`src/rtl/itmr_pkg.sv`:
```
`timescale 1ns/1ps
package itmr_pkg;

    localparam int unsigned DATA_W = 32;

    // word index of each register (byte address bits above the word offset)
    typedef enum logic [2:0] {
        OFF_LOAD   = 3'd0,
        OFF_VALUE  = 3'd1,
        OFF_CTRL   = 3'd2,
        OFF_ICLR   = 3'd3,
        OFF_RAW    = 3'd4,
        OFF_MASKED = 3'd5,
        OFF_BGLOAD = 3'd6
    } reg_off_e;

    // control byte, MSB first: bit7 enable ... bit0 one-shot
    typedef struct packed {
        logic       enable;
        logic       periodic;
        logic       irq_en;
        logic       spare;
        logic [1:0] psel;
        logic       wide;
        logic       oneshot;
    } ctrl_t;

    typedef struct packed {
        ctrl_t              ctrl;
        logic [DATA_W-1:0]  limit;
    } regs_t;

endpackage

```
`src/rtl/itmr_prescale.sv`:
```
`timescale 1ns/1ps
module itmr_prescale #(
    parameter int unsigned DIV_A_LOG2 = 4,
    parameter int unsigned DIV_B_LOG2 = 8
) (
    input  logic       clk,
    input  logic       rst_n,
    input  logic       run,
    input  logic       restart,
    input  logic [1:0] sel,
    output logic       tick
);

    localparam int unsigned PW = (DIV_B_LOG2 > DIV_A_LOG2) ? DIV_B_LOG2 : DIV_A_LOG2;
    localparam logic [PW-1:0] TERM_A = {PW{1'b1}} >> (PW - DIV_A_LOG2);
    localparam logic [PW-1:0] TERM_B = {PW{1'b1}} >> (PW - DIV_B_LOG2);

    typedef struct packed {
        logic [PW-1:0] cnt;
    } pre_state_t;

    pre_state_t st_d, st_q;
    logic [PW-1:0] term;

    always_comb begin
        case (sel)
            2'b01:   term = TERM_A;
            2'b10:   term = TERM_B;
            default: term = '0;
        endcase

        tick = run && (st_q.cnt == term);

        st_d = st_q;
        if (!run || restart || (st_q.cnt == term)) begin
            st_d.cnt = '0;
        end else begin
            st_d.cnt = st_q.cnt + 1'b1;
        end
    end

    always_ff @(posedge clk or negedge rst_n) begin
        if (!rst_n) begin
            st_q <= '0;
        end else begin
            st_q <= st_d;
        end
    end

    // a divided tick is never followed by another tick on the next cycle
    AST_TICK_GAP: assert property (@(posedge clk) disable iff (!rst_n)
        run && !restart && (sel == 2'b01 || sel == 2'b10) && tick |=> !tick);

endmodule

```
`src/rtl/itmr_count.sv`:
```
`timescale 1ns/1ps
module itmr_count #(
    parameter int unsigned CNT_W    = 32,
    parameter int unsigned NARROW_W = 16
) (
    input  logic             clk,
    input  logic             rst_n,
    input  logic             tick,
    input  logic             wide,
    input  logic             oneshot,
    input  logic             reload_req,
    input  logic [CNT_W-1:0] reload_val,
    input  logic [CNT_W-1:0] wrap_val,
    input  logic             clr_req,
    output logic [CNT_W-1:0] count_o,
    output logic             raw_o
);

    typedef struct packed {
        logic [CNT_W-1:0] count;
        logic             raw;
    } cnt_state_t;

    cnt_state_t st_d, st_q;
    logic [CNT_W-1:0] mask;
    logic [CNT_W-1:0] cur;
    logic             at_zero;
    logic             at_one;
    logic             hit;

    generate
        if (NARROW_W >= CNT_W) begin : g_no_narrow
            assign mask = '1;
        end else begin : g_narrow
            localparam logic [CNT_W-1:0] NARROW_MASK =
                {{(CNT_W-NARROW_W){1'b0}}, {NARROW_W{1'b1}}};
            assign mask = wide ? {CNT_W{1'b1}} : NARROW_MASK;
        end
    endgenerate

    always_comb begin
        cur     = st_q.count & mask;
        at_zero = (cur == '0);
        at_one  = (cur == CNT_W'(1));
        hit     = tick && !reload_req && at_one;

        st_d = st_q;
        if (reload_req) begin
            st_d.count = reload_val;
        end else if (tick) begin
            if (at_zero) begin
                if (!oneshot) begin
                    st_d.count = wrap_val;
                end
            end else begin
                st_d.count = (cur - CNT_W'(1)) & mask;
            end
        end

        if (clr_req) begin
            st_d.raw = 1'b0;
        end
        if (hit) begin
            st_d.raw = 1'b1;
        end
    end

    assign count_o = cur;
    assign raw_o   = st_q.raw;

    always_ff @(posedge clk or negedge rst_n) begin
        if (!rst_n) begin
            st_q <= '0;
        end else begin
            st_q <= st_d;
        end
    end

    AST_ONESHOT_PARKED: assert property (@(posedge clk) disable iff (!rst_n)
        tick && oneshot && !reload_req && (count_o == '0) |=> (count_o == '0));

    AST_RAW_ON_ZERO: assert property (@(posedge clk) disable iff (!rst_n)
        tick && !reload_req && (count_o == CNT_W'(1)) |=> raw_o);

    AST_CLEAR_ALONE: assert property (@(posedge clk) disable iff (!rst_n)
        clr_req && !(tick && (count_o == CNT_W'(1))) |=> !raw_o);

    AST_FROZEN_NO_TICK: assert property (@(posedge clk) disable iff (!rst_n)
        !tick && !reload_req |=> $stable(st_q.count));

    AST_RELOAD_TAKES: assert property (@(posedge clk) disable iff (!rst_n)
        reload_req |=> (st_q.count == $past(reload_val)));

endmodule

```
`src/rtl/interval_timer.sv`:
```
`timescale 1ns/1ps
module interval_timer
    import itmr_pkg::*;
#(
    parameter int unsigned ADDR_W     = 8,
    parameter int unsigned NARROW_W   = 16,
    parameter int unsigned DIV_A_LOG2 = 4,
    parameter int unsigned DIV_B_LOG2 = 8,
    parameter logic [7:0]  CTRL_RST   = 8'h20
) (
    input  logic              clk,
    input  logic              rst_n,
    input  logic              wr_en,
    input  logic [ADDR_W-1:0] addr,
    input  logic [31:0]       wdata,
    output logic [31:0]       rdata,
    output logic              irq
);

    localparam int unsigned CNT_W = DATA_W;
    localparam int unsigned OFF_W = ADDR_W - 2;
    localparam logic [CNT_W-1:0] NARROW_MASK =
        (NARROW_W >= CNT_W) ? {CNT_W{1'b1}} : ({CNT_W{1'b1}} >> (CNT_W - NARROW_W));

    regs_t regs_d, regs_q;

    logic [OFF_W-1:0] off;
    logic [2:0]       sel_off;
    logic             acc_ok;
    logic             wr_load, wr_bg, wr_ctrl, wr_iclr;
    logic             reload_req;
    logic [CNT_W-1:0] reload_val;
    logic [CNT_W-1:0] wrap_val;
    logic             tick;
    logic [CNT_W-1:0] cnt;
    logic             raw;

    function automatic logic [CNT_W-1:0] eff_limit(input ctrl_t c, input logic [CNT_W-1:0] lim);
        logic [CNT_W-1:0] m;
        m = c.wide ? {CNT_W{1'b1}} : NARROW_MASK;
        return (c.periodic || c.oneshot) ? (lim & m) : m;
    endfunction

    // address decode
    always_comb begin
        off     = addr[ADDR_W-1:2];
        sel_off = off[2:0];
        acc_ok  = (addr[1:0] == 2'b00) && ((off >> 3) == '0) && (sel_off != 3'd7);
        wr_load = wr_en && acc_ok && (sel_off == OFF_LOAD);
        wr_bg   = wr_en && acc_ok && (sel_off == OFF_BGLOAD);
        wr_ctrl = wr_en && acc_ok && (sel_off == OFF_CTRL);
        wr_iclr = wr_en && acc_ok && (sel_off == OFF_ICLR);
    end

    // register next state
    always_comb begin
        regs_d = regs_q;
        if (wr_load || wr_bg) begin
            regs_d.limit = wdata;
        end
        if (wr_ctrl) begin
            regs_d.ctrl = ctrl_t'(wdata[7:0]);
        end
        reload_req = wr_load || (wr_ctrl && regs_d.ctrl.enable);
        reload_val = eff_limit(regs_d.ctrl, regs_d.limit);
        wrap_val   = eff_limit(regs_q.ctrl, regs_q.limit);
    end

    always_ff @(posedge clk or negedge rst_n) begin
        if (!rst_n) begin
            regs_q       <= '0;
            regs_q.ctrl  <= ctrl_t'(CTRL_RST);
        end else begin
            regs_q <= regs_d;
        end
    end

    itmr_prescale #(
        .DIV_A_LOG2 (DIV_A_LOG2),
        .DIV_B_LOG2 (DIV_B_LOG2)
    ) u_pre (
        .clk     (clk),
        .rst_n   (rst_n),
        .run     (regs_q.ctrl.enable),
        .restart (wr_ctrl),
        .sel     (regs_q.ctrl.psel),
        .tick    (tick)
    );

    itmr_count #(
        .CNT_W    (CNT_W),
        .NARROW_W (NARROW_W)
    ) u_cnt (
        .clk        (clk),
        .rst_n      (rst_n),
        .tick       (tick),
        .wide       (regs_q.ctrl.wide),
        .oneshot    (regs_q.ctrl.oneshot),
        .reload_req (reload_req),
        .reload_val (reload_val),
        .wrap_val   (wrap_val),
        .clr_req    (wr_iclr),
        .count_o    (cnt),
        .raw_o      (raw)
    );

    // read mux
    always_comb begin
        rdata = '0;
        if (acc_ok) begin
            case (reg_off_e'(sel_off))
                OFF_LOAD, OFF_BGLOAD: rdata = regs_q.limit;
                OFF_VALUE:            rdata = cnt;
                OFF_CTRL:             rdata = {24'd0, regs_q.ctrl};
                OFF_RAW:              rdata = {31'd0, raw};
                OFF_MASKED:           rdata = {31'd0, raw & regs_q.ctrl.irq_en};
                default:              rdata = '0;
            endcase
        end
    end

    assign irq = raw && regs_q.ctrl.irq_en;

    AST_UNDEF_WR_IGNORED: assert property (@(posedge clk) disable iff (!rst_n)
        wr_en && !acc_ok |=> $stable(regs_q));

    AST_BG_KEEPS_COUNT: assert property (@(posedge clk) disable iff (!rst_n)
        wr_bg && !regs_q.ctrl.enable |=> $stable(cnt));

    AST_IRQ_DROPS_ON_CLEAR: assert property (@(posedge clk) disable iff (!rst_n)
        wr_iclr && !tick |=> !irq);

endmodule

```
`config.mk`:
```
export PLATFORM = sky130hd
export DESIGN_NAME = interval_timer
export DESIGN_NICKNAME = d
export VERILOG_FILES = /design/src/rtl/itmr_pkg.sv /design/src/rtl/itmr_prescale.sv /design/src/rtl/itmr_count.sv /design/src/rtl/interval_timer.sv
export SDC_FILE = /design/constraint.sdc
export NUM_CORES = 1
export LEC_CHECK = 0
export ABC_AREA = 0
export BUFFER_PORTS_ARGS = -buffer_cell sky130_fd_sc_hd__buf_2
export CAP_MARGIN = 25
export CORE_MARGIN = 3
export CORE_UTILIZATION = 35
export DETAILED_ROUTE_END_ITERATION = 12
export PLACE_DENSITY = 0.57
export SLEW_MARGIN = 0
export SYNTH_ARGS = -nofsm -noshare
export SYNTH_HDL_FRONTEND = slang
export SYNTH_SLANG_ARGS = --single-unit
```
`constraint.sdc`:
```
create_clock -name clk -period 2.7 [get_ports clk]
set_clock_uncertainty 0.2 [all_clocks]
set_input_delay 0 -clock clk [delete_from_list [all_inputs] [get_ports clk]]
set_output_delay 0 -clock clk [all_outputs]
set_load 0.05 [all_outputs]
```
* Yosys cells after proc, flatten, opt, wreduce, memory -nomap -nowiden
Cells that the tools add are included.
W data, S select, Z words.
** Operators by class
- Add/sub/neg operators :: 2
- Equal/unequal tests :: 12
- Muxes and demuxes :: 16
- Bitwise logic cells :: 5
- Reduce and logical (&&, ||, !) cells :: 28
** Operators with widths (count)
- $mux W32 :: 10
- $pmux W32 S5 :: 1
- $and A32 B32 Y32 :: 4
- $eq A32 B1 Y1 const B :: 1
- $logic_not A32 Y1 :: 1
- $sub A32 B1 Y32 const B :: 1
- $mux W8 :: 2
- $pmux W8 S2 :: 1
- $logic_and A1 B1 Y1 :: 12
- $eq A3 B3 Y1 const B :: 3
- $add A8 B1 Y8 const B :: 1
- $eq A8 B8 Y1 :: 1
- $eq A3 B2 Y1 const B :: 2
- $logic_not A6 Y1 :: 1
- $logic_or A1 B1 Y1 :: 6
- $reduce_bool A2 Y1 :: 2
- $eq A3 B1 Y1 const B :: 1
- $logic_not A3 Y1 :: 1
- $ne A3 B2 Y1 const B :: 1
- $ne A3 B3 Y1 const B :: 1
- $eq A2 B1 Y1 const B :: 1
- $eq A2 B2 Y1 const B :: 1
- $logic_not A1 Y1 :: 2
- $logic_not A2 Y1 :: 1
- other kinds (4) :: 5
** Word-level totals
- Register bits :: 81
- Input bits :: 43
- Logic and storage cells :: 74

* Longest topological paths before layout
Gate-level depths: netlist of the first run.
- Word-level depth :: 12
- Mapped depth :: 10

* Cells and area by module
A second synthesis of the first run with hierarchy kept.
** Second synthesis, totals
- Cells, all modules :: 763
- Area total of the unflattened synthesis :: 6125.9 µm²
** Modules (own cells, without submodules)
- itmr_count :: instances 1, cells each 369, area an instance 2857.7 µm²
- interval_timer :: instances 1, cells each 351, area an instance 2820.2 µm²
- itmr_prescale :: instances 1, cells each 43, area an instance 447.9 µm²

* Worst setup path before layout of the first run
Ideal clock, no wire load.
- Path kind :: reg-to-reg
- Start point :: register u_cnt.st_q[1] (netlist name)
- End point :: register u_cnt.st_q[23] (netlist name)
- Arrival time :: 2.416 ns
- Data required time :: 2.418 ns
- Slack :: 0.002 ns
- Cell stages (with the launch flop) :: 9
- Buffers on the path :: 1
- Period minus slack after synthesis :: 2.698 ns
- Path through :: dfrtp_1 inv_1 ha_1 or3b_2 clkbuf_1 nor4_4 a21oi_2 or4_1 a31oi_1
** On the way
- Cells in the longest elaborated chain, start to end :: 6
- Elaborated cells on any way between the ends :: 9
- Those cells by class :: add/sub (1); eq/ne (1); mux (3); bitwise (2); reduce/logical (2)
** Ends and longest elaborated chain
- start, declared :: line itmr_count.sv:24 : cnt_state_t st_d, st_q;
- start signal, assigned :: line itmr_count.sv:75 : st_q <= st_d;
- $and A32 B32 Y32 (*) :: line itmr_count.sv:42 : cur = st_q.count & mask;
- $sub A32 B1 Y32 :: line itmr_count.sv:56 : st_d.count = (cur - CNT_W'(1)) & mask;
- $and A32 B32 Y32 :: line itmr_count.sv:56
- $mux W32 :: line itmr_count.sv:51 : if (at_zero) begin
- $mux W32 :: line itmr_count.sv:50 : end else if (tick) begin
- $mux W32 :: line itmr_count.sv:48 : if (reload_req) begin
Mark *: on every way between the ends. The rest lies on a longest branch, timed or not. The select of a mux whose other input is x is not followed.
A chain may end at the register's enable or synchronous reset.

* Worst setup path in the final report of the first run
- Start point :: register u_cnt.st_q[5] (netlist name)
- End point :: register u_cnt.st_q[23] (netlist name)
Same word-level chain as after synthesis.

==> metrics.md, run 1 <==
| Metric | Value |
|---|---|
| Status | `complete, but fails checks` |
| Failing checks | `hold timing` |
| Cell Rows | `44` |
| Number of clock sinks | `81` |
| Sw Pwr | `1.52 mW` |
| Synth Instances | `626` |
| RSZ-0062 raised after global routing | `true` |
| Buffers on Ports | `75` |
| Max Slew Vio Count | `0` |
| Die Y | `131 um` |
| Iter 0 DRT Violations | `between 500 and 600` |
| Hold Path Class | `primary input to asynchronous set/reset pin` |
| Total grt overflow | `0` |
| Core Area | `14900 um2` |
| Max-Cap Viols | `0` |
| Final instance area | `7270 um2` |
| Pwr Density | `621 nW/um2` |
| Number of global-route vias before repair | `5780` |
| First-pass GRT wire length | `between 30000 and 40000 um` |
| DP HPWL | `between 10000 and 15000 um` |
| Post-layout nets | `~830` |
| Crit path max-delay cell type | `or4_4` |
| Routed length per placed instance | `20.1 um` |
| Ys async rst share | `100%` |
| Slew headroom | `61.6%` |
| Critical path class | `flop to flop` |
| H-tree depth | `3` |
| EDFF count, synth | `0` |
| FILL cells | `1463` |
| Mean post-synth cell area | `8.71 um2` |
| Net Count, Synth | `just under 700` |
| Final period util | `97.4%` |
| Unique masters post-synth | `61` |
| Clk network pwr share | `30.8%` |
| Die W | `about 130 um` |
| Fin crit period | `2.63 ns` |
| Final Hold Viols | `10` |
| Top_reg_cell synth | `dfrtp_1` |
| Logic gate share of total power | `between 30% and 40%` |
| Clock-pin slew on the worst setup and hold paths | `0.06 ns` |
| Worst path cell trace | `or4_4, buf_4, nor4_4, buf_4, a21oi_2, or4_1, a31oi_1` |
| DRT antenna net count | `0` |
| CTS tree | `built` |
| Clk Tree Root Cell | `clkbuf_16` |
| Sw frac | `roughly a third` |
| Required time of the critical path | `between 2 and 3 ns` |
| Max Buffers Root-to-Sink | `2` |
| Antenna Cells | `0` |
| CP startpoint kind | `flop` |
| Yosys top cell by area | `dfrtp_1` |
| Boundary Pins | `between 70 and 80` |
| Fin util | `about half` |
| Cell leakage power | `3.21 nW` |
| Flop2flop setup slack | `roughly 0.07 ns` |
| CP peak stage delay | `between 0.5 and 0.6 ns` |
| Placed instance area | `roughly 6500 um2` |
| Sequential area share after synthesis | `37.2%` |
| Multi-input gate area | `between 3000 and 4000 um2` |
| DR pass1 iterations | `5` |
| Share of the synthesized area in the top cell type | `36.7%` |
| Clk_lat worst skew | `roughly 0.35 ns` |
| Top delay family on crit path | `simple AND/OR/NAND/NOR gates` |
| Bufs and invs on worst path | `2` |
| Num CTS Buffers | `9` |
| Initial antenna violation count | `0` |
| Starting Density | `36.7%` |
| GRT Overall Usage | `23.1%` |
| Area Growth Syn to Fin | `33.3%` |
| Critical Path Sink Type | `flop` |
| Peak supply drop | `between 0.3 and 0.4 mV` |
| Synth area leaders | `dfrtp_1, mux2_2, a22oi_1` |
| Most common cell in the netlist | `dfrtp_1` |
| Via Count | `between 5000 and 6000` |
| Crit path top cell by count | `buf_4` |
| Worst hold slack | `-0.0195 ns` |
| Largest net degree at the start of global routing | `43` |
| # setup viols final | `0` |
| Fraction of layout cells with a size suffix above 1 | `29.9%` |
| Yosys warning count | `0` |
| RePlAce Congestion | `0.922` |
| Register area | `2030 um2` |
| Commonest cells post-synth | `dfrtp_1, nor2_1, mux2_2, a22oi_1, o21ai_0` |
| Crit path max fanout | `6` |
| Crit path arrival time | `2.71 ns` |
| Die area | `17100 um2` |
| Final wirelength | `19600 um` |
| Vias per cell | `5.87` |
| Seq cells post-synth | `81` |
| Remaining DRCs | `0` |
| Int Pwr | `2.99 mW` |
| Fmax | `0.380 GHz` |
| Sequential power share | `36.4%` |
| Actual slew at the worst max-slew pin | `0.577 ns` |
| Cell area after synthesis | `approximately 5500 um2` |
worst paths after layout:
kind,startpoint,endpoint,cells past startpoint
hold reg to reg,regs_q[34],regs_q[34],1
max in group asynchronous,rst_n,u_cnt.st_q[22],3
setup reg to reg,u_cnt.st_q[5],u_cnt.st_q[23],7
hold / removal,rst_n,regs_q[35],2
setup / recovery,u_cnt.st_q[5],u_cnt.st_q[23],7
min in group clk,addr[7],regs_q[28],5
sequential cells by signal (all words and copies together), names as in the netlist:
signal / count
regs_q: 40
u_cnt.st_q: 32
u_pre.st_q: 8
u_cnt.raw_o: 1
power by group through the flow:
stage	Sequential (mW)	Clock, mW	Combinational (mW)
6_report	1.64	1.39	1.48
5_1_grt	1.67	1.46	1.62
4_1_cts	1.62	1.40	1.45
3_5_place_dp	1.64	0	1.40
3_3_place_gp	1.64	0	1.38
2_1_floorplan	1.61	0	0.860
per-stage QoR:
stage	setup TNS [ns]	worst slack, ns	std cells	power (mW)
2_1_floorplan	0	0.00178	626	2.47
5_1_grt	-0.0368	-0.0224	973	4.75
4_1_cts	0	0.00133	972	4.47
6_report	0	0.0697	973	4.51
3_5_place_dp	-0.175	-0.0410	921	3.04
3_3_place_gp	0	0.00928	921	3.02
layer usage:
layer,track usage (%),vias to the layer above,share of wire [%]
met1,30.0,2807,44
met2,38.4,195,49
met3,5.20,35,5.4
met4,7.38,0,2.0
met5,0,-,0
li1,-,2675,-
cell type report:
type,count,area share (%)
Clock inverter,4,1.03
Timing Repair Buffer,188,18.5
Clock buffer,12,3.53
Tap cell,184,3.17
Inverter,26,1.34
Sequential cell,81,27.9
Multi-Input combinational cell,478,44.5
worst reg2reg max path, delay by kind of cell (launching register included):
| family | cells | cell delay, ns |
|---|---|---|
| compound gates | 2 | 0.23 |
| flops | 1 | 0.43 |
| simple gates | 3 | 1.32 |
| buf+inv | 2 | 0.38 |
repair_timing:
item	in CTS	in global routing
pin swaps	0	1
hold endpoints to repair	153	0
setup endpoints to repair	7	29
gates cloned	0	0
resized for setup	2	14
setup buffers	0	1
hold buffers	35	0
layout by cell type, fill, tap and decap left out, types with 5 or more instances in the layout:
| cell | n |
|---|---|
| a21oi_1 | 35 |
| a22oi_1 | 41 |
| a31oi_1 | 6 |
| and2_1 | 5 |
| buf_2 | 74 |
| buf_4 | 76 |
| clkbuf_16 | 9 |
| dfrtp_1 | 78 |
| dlygate4sd3_1 | 35 |
| inv_1 | 26 |
| mux2_2 | 42 |
| mux2i_1 | 10 |
| nand2_1 | 24 |
| nand3_1 | 19 |
| nand4_1 | 10 |
| nor2_1 | 71 |
| nor3_1 | 27 |
| nor4_1 | 8 |
| nor4_2 | 5 |
| o211ai_1 | 24 |
| o21ai_0 | 41 |
| o221ai_1 | 5 |
| o22ai_1 | 6 |
| or3_1 | 7 |
| or4_1 | 8 |
| xnor2_1 | 13 |
| xor2_1 | 8 |
kinds of logic (layout without fill, tap and decap cells):
kind of cell | count (synthesis) | after routing | synth area share, %
AO/OA/AOI/OAI | 195 | 195 | 23.9
XOR/XNOR | 21 | 21 | 3.37
adder cells (fa/ha/maj) | 4 | 4 | 0.918
buffers and inverters | 67 | 230 | 5.00
flip-flops | 81 | 81 | 37.2
multiplexers | 53 | 53 | 10.7
AND/OR/NAND/NOR | 205 | 205 | 18.9
No activity file was read; power rests on OpenSTA's default activity.
==> run 2: changes to the inputs <==
==> constraint.sdc (replaced) <==
create_clock -name clk -period 2.7 [get_ports clk]
set_clock_uncertainty 0.2 [all_clocks]
set_input_delay 0.54 -clock clk [delete_from_list [all_inputs] [get_ports clk]]
set_output_delay 0.54 -clock clk [all_outputs]
set_load 0.05 [all_outputs]
==> run 2 against run 1 <==
Net effect: the run now ends clean; power down 0.96%; via count shrank 0.32%; combinational power rose by 5%; worst hold slack gained 0.24 ns; fmax decreased by 1.8%; final cell count fell by 1.2%; critical path type is now primary input to output pin.
==> metrics.md, run 2 (synthesis results as in run 1) <==
| Metric | Value |
|---|---|
| Fin crit period | `2.68 ns (+0.0471 ns)` |
| Crit path top cell by count | `clkbuf_4` |
| Logic gate share of total power | `34.9% (+2.1 points)` |
| Int Pwr | `2.89 mW (-3.5%)` |
| Pwr Density | `603 nW/um2 (-2.9%)` |
| Sw frac | `35.3% (+1.7 points)` |
| H-tree depth | `3 (unchanged)` |
| Largest reg by FF count | `regs_q` |
| Max Slew Vio Count | `0 (unchanged)` |
| GRT Overall Usage | `23.5% (+0.41 points)` |
| Via Count | `5694 (-0.32%)` |
| Crit path max-delay cell type | `nor4_4` |
| Top delay family on crit path | `buffers and inverters` |
| Critical Path Sink Type | `output pin` |
| Multi-input gate area | `3450 um2 (+6.6%)` |
| First-pass GRT wire length | `31100 um (+1.5%)` |
| Die Y | `131 um (unchanged)` |
| Area Growth Syn to Fin | `35.9%` |
| Core Area | `14900 um2 (unchanged)` |
| Largest net degree at the start of global routing | `45 (+4.7%)` |
| Antenna Cells | `0 (unchanged)` |
| DRT antenna net count | `0 (unchanged)` |
| Clock-pin slew on the worst setup and hold paths | `0.08 ns (+0.02 ns)` |
| Most frequent cells in the layout | `buf_4, dfrtp_1, buf_2` |
| Top flop regs | `regs_q x40, u_cnt.st_q x32, u_pre.st_q x8` |
| Buffers on Ports | `75 (unchanged)` |
| Fmax | `0.373 GHz (-1.8%)` |
| Boundary Pins | `76 (unchanged)` |
| Max-Cap Viols | `0 (unchanged)` |
| Initial antenna violation count | `0 (unchanged)` |
| Sw Pwr | `1.58 mW (+4.0%)` |
| Worst hold slack | `0.220 ns (+0.240 ns)` |
| Final Hold Viols | `0 (-10)` |
| Bufs and invs on worst path | `5 (+3)` |
| Num CTS Buffers | `9 (unchanged)` |
| # setup viols final | `0 (unchanged)` |
| Iter 0 DRT Violations | `499 (-2.2%)` |
| Peak supply drop | `0.320 mV (-5.9%)` |
| Total grt overflow | `0 (unchanged)` |
| FILL cells | `1428 (-2.4%)` |
| Clk_lat worst skew | `0.36 ns (about the same)` |
| Fin util | `49.9% (+0.97 points)` |
| Cell Rows | `44 (unchanged)` |
| Actual slew at the worst max-slew pin | `0.610 ns (+0.0337 ns)` |
| RePlAce Congestion | `0.939 (+1.9%)` |
| CP startpoint kind | `primary input` |
| DR pass1 iterations | `5 (unchanged)` |
| Crit path arrival time | `1.94 ns (-0.77 ns)` |
| Final wirelength | `19800 um (+1.4%)` |
| Post-layout nets | `819 (-1.4%)` |
| Slew headroom | `59.2% (-2.4 points)` |
| Register area | `2030 um2 (-0.12%)` |
| Most common cell after layout, fill and taps aside | `buf_4` |
| Setup ws final | `0.0226 ns (-0.0471 ns)` |
| Starting Density | `36.7% (unchanged)` |
| Crit path max fanout | `8 (+2)` |
| Clk network pwr share | `28.8% (-2.0 points)` |
| CTS tree | `built` |
| Required time of the critical path | `1.96 ns (-0.82 ns)` |
| Vias per cell | `5.93 (+0.93%)` |
| Critical path class | `primary input to output pin` |
| Hold Path Class | `primary input to flop` |
| Clk Tree Root Cell | `clkbuf_16` |
| Final period util | `99.2% (+1.7 points)` |
| Fraction of layout cells with a size suffix above 1 | `38.2% (+8.3 points)` |
| Largest register FFs | `40 (unchanged)` |
| Cell leakage power | `3.19 nW (-0.57%)` |
| DP HPWL | `14500 um (+3.9%)` |
| Max Buffers Root-to-Sink | `2 (unchanged)` |
| Remaining DRCs | `0 (unchanged)` |
| Status | `completed` |
| Die area | `17100 um2 (unchanged)` |
| CP peak stage delay | `0.24 ns (-0.32 ns)` |
| Routed length per placed instance | `20.6 um (+2.6%)` |
| Setup TNS | `0 ns (unchanged)` |
| Number of global-route vias before repair | `5704 (-1.3%)` |
| Sequential power share | `36.3% (about the same)` |
| Worst Setup Slack post-DPL | `-0.0501 ns (-0.00907 ns)` |
| Worst path cell trace | `clkbuf_4, clkinvlp_4, nor4_4, buf_4, buf_6, a22oi_1, nor2_4, clkbuf_4` |
| Number of clock sinks | `81 (unchanged)` |
| Die W | `131 um (unchanged)` |
-- run 2: cell types whose count changed in the layout (fill, tap and decap cells not counted), moves of 5 or more --
| cell | delta |
|---|---|
| dlygate4sd3_1 | -34 |
| nor2_1 | -31 |
| buf_4 | +25 |
| nor2_4 | +20 |
| buf_2 | -17 |
| nor2_2 | +11 |
| buf_12 | +7 |
| clkbuf_4 | +5 |
-- run 2: metrics by stage --
step / cell area (um2) / total power [mW] / std cells
after CTS: 7260 / 4.41 / 958
final: 7410 / 4.47 / 961
after global placement: 6940 / 3.09 / 941
after global routing: 7410 / 4.71 / 961
after detailed placement: 6940 / 3.11 / 941
after floorplan: 5650 / 2.49 / 626
-- run 2: power groups by stage --
stage | Combinational (mW) | Sequential (mW) | Clock, mW
6_report | 1.56 | 1.62 | 1.29
5_1_grt | 1.70 | 1.65 | 1.36
4_1_cts | 1.50 | 1.61 | 1.30
3_5_place_dp | 1.48 | 1.63 | 0
3_3_place_gp | 1.46 | 1.62 | 0
2_1_floorplan | 0.877 | 1.61 | 0
-- run 2: area by class of cell --
type | count | share of cell area, %
clock buffers | 11 | 3.27
clock inverters | 5 | 0.743
inverters | 26 | 1.37
multi-input cells | 478 | 46.5
flip-flops and latches | 81 | 27.4
well taps | 184 | 3.11
repair buffers | 176 | 17.6
-- run 2: worst paths after layout --
check                               start        endpoint  slack, ns  cells after the start
hold / removal                  wdata[10]      regs_q[10]       0.22                      3
setup / recovery                  addr[2]       rdata[19]       0.02                      8
setup reg to reg           u_cnt.st_q[19]  u_cnt.st_q[24]       0.11                      8
min in group asynchronous           rst_n      regs_q[36]       0.52                      2
max in group asynchronous           rst_n      regs_q[25]       1.12                      3
hold reg to reg             u_pre.st_q[0]   u_pre.st_q[0]       0.30                      1
-- run 2: worst min-delay path, cell delays in order --
cell and delay, ns:
buf_2 0.08, mux2i_1 0.07, inv_1 0.06
-- run 2: metal layers --
layer	wire length, um	vias to the layer above	part of all wire, %	GRT usage, %
met5	0	-	0	0
met4	397	0	2.0	8.29
met1	8640	2812	44	31.6
li1	-	2640	-	-
met2	9710	209	49	38.3
met3	1070	33	5.4	4.07
-- run 2: what timing repair did --
| action | 4_1_cts | 5_1_grt |
|---|---|---|
| resized for setup | 3 | 53 |
| setup buffers | 0 | 2 |
| hold endpoints to repair | 25 | 0 |
| endpoints found under the setup margin | 15 | 51 |
| pin swaps | 0 | 3 |
| hold buffers | 1 | 0 |
| gates cloned | 0 | 1 |
